$ cat src/rtl/regbank_pkg.sv
package regbank_pkg;
  localparam int DataW  = 32;
  localparam int Depth  = 32;
  localparam int AddrW  = $clog2(Depth);

  typedef struct packed {
    logic             wrStrobe;
    logic [AddrW-1:0] wrIdx;
    logic             bypassA;
    logic             bypassB;
    logic             zeroA;
    logic             zeroB;
  } regbank_ctrl_t;
endpackage

$ cat src/rtl/regbank_ctrl.sv
module regbank_ctrl
  import regbank_pkg::*;
(
  input  logic             clk,
  input  logic             rstN,
  input  logic [AddrW-1:0] rdAddrA,
  input  logic [AddrW-1:0] rdAddrB,
  input  logic [AddrW-1:0] wrAddr,
  input  logic             wrEn,
  output regbank_ctrl_t    ctrl
);
  logic wrLive;

  always_comb begin
    wrLive        = wrEn && (wrAddr != '0);
    ctrl.wrStrobe = wrLive;
    ctrl.wrIdx    = wrAddr;
    ctrl.zeroA    = (rdAddrA == '0);
    ctrl.zeroB    = (rdAddrB == '0);
    ctrl.bypassA  = wrLive && (rdAddrA == wrAddr);
    ctrl.bypassB  = wrLive && (rdAddrB == wrAddr);
  end


  no_zero_write_chk: assert property (@(posedge clk) disable iff (!rstN)
    (wrAddr == '0) |-> !ctrl.wrStrobe);


  no_zero_bypass_chk: assert property (@(posedge clk) disable iff (!rstN)
    ctrl.zeroA |-> !ctrl.bypassA);
endmodule

$ cat src/rtl/regbank_dp.sv
module regbank_dp
  import regbank_pkg::*;
(
  input  logic             clk,
  input  logic             rstN,
  input  regbank_ctrl_t    ctrl,
  input  logic [AddrW-1:0] rdAddrA,
  input  logic [AddrW-1:0] rdAddrB,
  input  logic [DataW-1:0] wrData,
  output logic [DataW-1:0] rdDataA,
  output logic [DataW-1:0] rdDataB
);
  logic [DataW-1:0] store [Depth];

  assign store[0] = '0;

  for (genvar i = 1; i < Depth; i++) begin : g_entry
    always_ff @(posedge clk) begin
      if (!rstN)
        store[i] <= '0;
      else if (ctrl.wrStrobe && (ctrl.wrIdx == AddrW'(i)))
        store[i] <= wrData;
    end
  end

  always_comb begin
    if (ctrl.zeroA)        rdDataA = '0;
    else if (ctrl.bypassA) rdDataA = wrData;
    else                   rdDataA = store[rdAddrA];
    if (ctrl.zeroB)        rdDataB = '0;
    else if (ctrl.bypassB) rdDataB = wrData;
    else                   rdDataB = store[rdAddrB];
  end


  write_lands_chk: assert property (@(posedge clk) disable iff (!rstN)
    ctrl.wrStrobe |=> (store[$past(ctrl.wrIdx)] == $past(wrData)));


  zero_read_a_chk: assert property (@(posedge clk) disable iff (!rstN)
    (rdAddrA == '0) |-> (rdDataA == '0));


  zero_read_b_chk: assert property (@(posedge clk) disable iff (!rstN)
    (rdAddrB == '0) |-> (rdDataB == '0));


  same_addr_chk: assert property (@(posedge clk) disable iff (!rstN)
    (rdAddrA == rdAddrB) |-> (rdDataA == rdDataB));
endmodule

$ cat src/rtl/regbank_top.sv
module regbank_top
  import regbank_pkg::*;
(
  input  logic        clk,
  input  logic        rstN,
  input  logic [4:0]  rdAddrA,
  input  logic [4:0]  rdAddrB,
  input  logic [4:0]  wrAddr,
  input  logic [31:0] wrData,
  input  logic        wrEn,
  output logic [31:0] rdDataA,
  output logic [31:0] rdDataB
);
  regbank_ctrl_t ctrl;

  regbank_ctrl u_ctrl (
    .clk(clk), .rstN(rstN), .rdAddrA(rdAddrA), .rdAddrB(rdAddrB),
    .wrAddr(wrAddr), .wrEn(wrEn), .ctrl(ctrl)
  );

  regbank_dp u_dp (
    .clk(clk), .rstN(rstN), .ctrl(ctrl), .rdAddrA(rdAddrA), .rdAddrB(rdAddrB),
    .wrData(wrData), .rdDataA(rdDataA), .rdDataB(rdDataB)
  );


  hold_when_idle_chk: assert property (@(posedge clk) disable iff (!rstN)
    (!wrEn && (rdAddrA == $past(rdAddrA)) && !$past(wrEn) && $past(rstN))
      |-> $stable(rdDataA));
endmodule

$ cat config.mk
export PLATFORM = sky130hd
export DESIGN_NAME = regbank_top
export DESIGN_NICKNAME = d
export VERILOG_FILES = /design/src/rtl/regbank_pkg.sv /design/src/rtl/regbank_ctrl.sv /design/src/rtl/regbank_dp.sv /design/src/rtl/regbank_top.sv
export SDC_FILE = /design/constraint.sdc
export NUM_CORES = 2
export LEC_CHECK = 0
export BUFFER_PORTS_ARGS = -buffer_cell sky130_fd_sc_hd__buf_2
export CAP_MARGIN = 40
export CORE_ASPECT_RATIO = 0.8
export CORE_MARGIN = 2
export CORE_UTILIZATION = 50
export CTS_CLUSTER_DIAMETER = 50
export DETAILED_ROUTE_END_ITERATION = 16
export PLACE_DENSITY = 0.66
export SLEW_MARGIN = 5
export SYNTH_ARGS = -nofsm -noshare
export SYNTH_HDL_FRONTEND = slang
export SYNTH_HIERARCHICAL = 1
export SYNTH_SLANG_ARGS = --single-unit
$ cat constraint.sdc
create_clock -name clk -period 7.6 [get_ports clk]
set_input_delay 1.52 -clock clk [delete_from_list [all_inputs] [get_ports clk]]
set_output_delay 1.52 -clock clk [all_outputs]
set_load 0.005 [all_outputs]
==> impl_metrics.tcl <==
set metrics [dict create \
    layout-drive-gt1-share_pct 17.9 \
    area_growth_pct 9.72 \
    drc 0 \
    status "finished, final reports clean" \
    syn_nets 5969 \
    slew_viol_final 0 \
    clockBufferDepth 3 \
    path_clk_slew_ns 0.06 \
    yosysMostFrequentCell "nand2_1" \
    worstReg2RegStart "u_dp/store[749]$_SDFFE_PN0P_" \
    largest_reg_flops 992 \
    antenna_found_initial 27 \
    period_minus_slack_ns 6.72 \
    cts.sinks 992 \
    die_w_um 370 \
    hold_viol 0 \
    fin_area_mm2 0.0588 \
    io_pins 114 \
    crit_fanout 33 \
    synth_common_cells "nand2_1 (2089), dfxtp_1 (992), a21boi_0 (873)" \
    async_flop_share_pct 0 \
    required_ns 6.08 \
    htreeDepth 3 \
    finalWirelength_mm 216 \
    yosysSeqAreaShare_pct 37.1 \
    cpPeakStageDelay_ns 0.68 \
    worstMarginPinSlew_ns 1.32 \
    path_depth 12 \
    hold_path_class "flop to flop" \
    whs_path_depth 2 \
    post_cts_buffers 0 \
    cts_tree "built" \
    min_from "u_dp/store[482]$_SDFFE_PN0P_" \
    endpoint_kind "output pin" \
    dieArea_mm2 0.110 \
    synth_ff_type "dfxtp_1" \
    critPathSlowestCell "buf_4" \
    path_cells "buf_4 > xnor2_1 > nand3_1 > nor4_2 > buf_4 > nor2_4 > nand3b_1 > buf_16 > nor2_1 > a221oi_1 > nand2_1 > buf_2" \
    num_vias 48100 \
    overflow 0 \
    setup_tns_ns 0 \
    reg2reg_to "u_dp/store[749]$_SDFFE_PN0P_" \
    fin_util_pct 55.3 \
    cp.arrival_ns 5.20 \
    yosysTopAreaCell "dfxtp_1" \
    n_fill_cell 9369 \
    crit_start "rdAddrB[2]" \
    start_util_pct 50.4 \
    postRouteAntennaNets 0 \
    root_buffer "clkbuf_16" \
    fmax_mhz 149 \
    crit_top_cell "buf_4" \
    ys_types 55 \
    cap_violations 0 \
    crit_buf_inv 4 \
    hpwl_mm 129 \
    synth-seq-cells 992 \
    finClkSkew_ns 0 \
    slew_headroom_pct 12.2 \
    reg2reg_depth 2 \
    path_class "primary input to output pin" \
    synth_cells 5919 \
    dr.first_iter.drc_count 7724 \
    reg_top3 "u_dp/store x992" \
    worstSetupStartpointType "primary input" \
    cts.repair.resized 0 \
    yosys_warnings 6 \
    die_h_um 297 \
    place_area_mm2 0.0549 \
    place_congestion 0.943 \
    syn_area_per_cell_um2 9.05 \
    peakVddDrop_v 0.000178 \
    clk-insertion-delay-late_ns 0.73 \
    rows 107 \
    grt_max_degree 269 \
    grt_pass1_vias 44600 \
    grt.total_usage_pct 38.2 \
    core_mm2 0.106 \
    finalSetupViolations 0 \
    routedWlPerCell_um 30.1 \
    cts_hold_buf 0 \
    powerDensity_mw_per_mm2 205 \
    nets 5703 \
    synth-edff-count 0 \
    netlist_area_mm2 0.0536 \
    p_leak_nw 19.1 \
    rsz0062_at_grt "false" \
    regMostFlops "u_dp/store" \
    rrSetupSlack_ns 6.84 \
    cts-buffers-inserted 110 \
    port_buffers 113 \
    total_power_w 0.0120 \
    crit_family "simple AND/OR/NAND/NOR gates" \
    synth_area_leaders "dfxtp_1 (37%), mux4_2 (19%), nand2_1 (15%), a21boi_0 (12%), clkbuf_1 (3.3%)" \
    period_share_pct 88.4 \
    endpoint "rdDataB[2]" \
    first_pass_iters 6 \
    yosys.area.top_type_share_pct 37.1 \
    grt_pass1_wl_mm 309 \
    viasPerCell 6.70 \
]
[per-stage QoR]
step,std cells,hold slack (ns),setup WS (ns)
after floorplan,5919,0.441,2.86
after detailed placement,6957,0.457,1.22
after global placement,6942,0.451,0.845
after CTS,7161,0.465,1.21
final,7177,0.467,0.883
after global routing,7172,0.483,0.855
[worst register-to-register path, stage by stage (launching register included)]
cell and delay [ns]:
dfxtp_1 0.36, nand2_1 0.06, a21boi_0 0.25
[kinds of logic after synthesis]
family / share of synthesized area (%)
AOI/OAI and AO/OA: 19.0
and+or+nand+nor: 16.7
buffers and inverters: 5.37
xor gates and xnor gates: 0.163
muxes: 21.7
DFF: 37.1
[placed cells by master (no fill, tap or decap), types with 7 or more instances in the layout]
| cell type | n |
|---|---|
| buf_4 | 130 |
| a22oi_1 | 119 |
| mux2i_1 | 92 |
| nand3_1 | 36 |
| dfxtp_1 | 992 |
| a22o_1 | 30 |
| a21oi_1 | 41 |
| inv_1 | 22 |
| nor2_4 | 14 |
| nor4_2 | 8 |
| o31ai_1 | 20 |
| a31oi_1 | 20 |
| mux4_2 | 441 |
| clkbuf_16 | 112 |
| nor3_1 | 8 |
| clkinv_2 | 17 |
| a32o_1 | 10 |
| buf_8 | 7 |
| nand2_1 | 2058 |
| nor2b_1 | 41 |
| inv_6 | 9 |
| nand2b_1 | 7 |
| a21boi_0 | 873 |
| a21boi_1 | 119 |
| o2bb2ai_1 | 9 |
| clkbuf_8 | 23 |
| clkbuf_1 | 18 |
| clkinvlp_4 | 7 |
| diode_2 | 15 |
| bufinv_16 | 12 |
| nand2_2 | 31 |
| o21ai_0 | 52 |
| buf_12 | 13 |
| buf_2 | 106 |
| a221oi_1 | 50 |
| nor2_1 | 38 |
| mux2_2 | 56 |
[where the power goes]
group | leakage (nW) | internal, W | switching (W)
sequential | 8.00 | 0.00524 | 0.0000280
clock | 1.88 | 0.00335 | 0.00238
combinational | 9.22 | 0.000343 | 0.000702
total | 19.1 | 0.00893 | 0.00311
[cell type report]
type                       count  area (um2)  area share (%)
multi-input combinational   4264       31200            53.1
sequential                   992       19900            33.8
clock buffer                 153        3190            5.42
timing repair buffer         262        1990            3.38
tap                         1417        1770            3.01
clock inverter                51         644            1.10
inverter                      23        86.3           0.147
antenna                       15        37.5          0.0638
[how the worst min path moves through the flow]
stage / end
floorplan: u_dp/store[913]$_SDFFE_PN0P_
global placement: u_dp/store[424]$_SDFFE_PN0P_
detailed placement: u_dp/store[670]$_SDFFE_PN0P_
CTS: u_dp/store[670]$_SDFFE_PN0P_
global route: u_dp/store[796]$_SDFFE_PN0P_
finish: u_dp/store[482]$_SDFFE_PN0P_
[metal layers]
metal / wire length [um] / GRT usage, % / part of all wire (%)
met1: 83500 / 53.4 / 39
met4: 12400 / 19.2 / 5.7
met3: 31700 / 12.8 / 15
met5: 135 / 0 / 0.062
met2: 88300 / 52.6 / 41
Note: power is estimated with default switching activity, not from simulation.
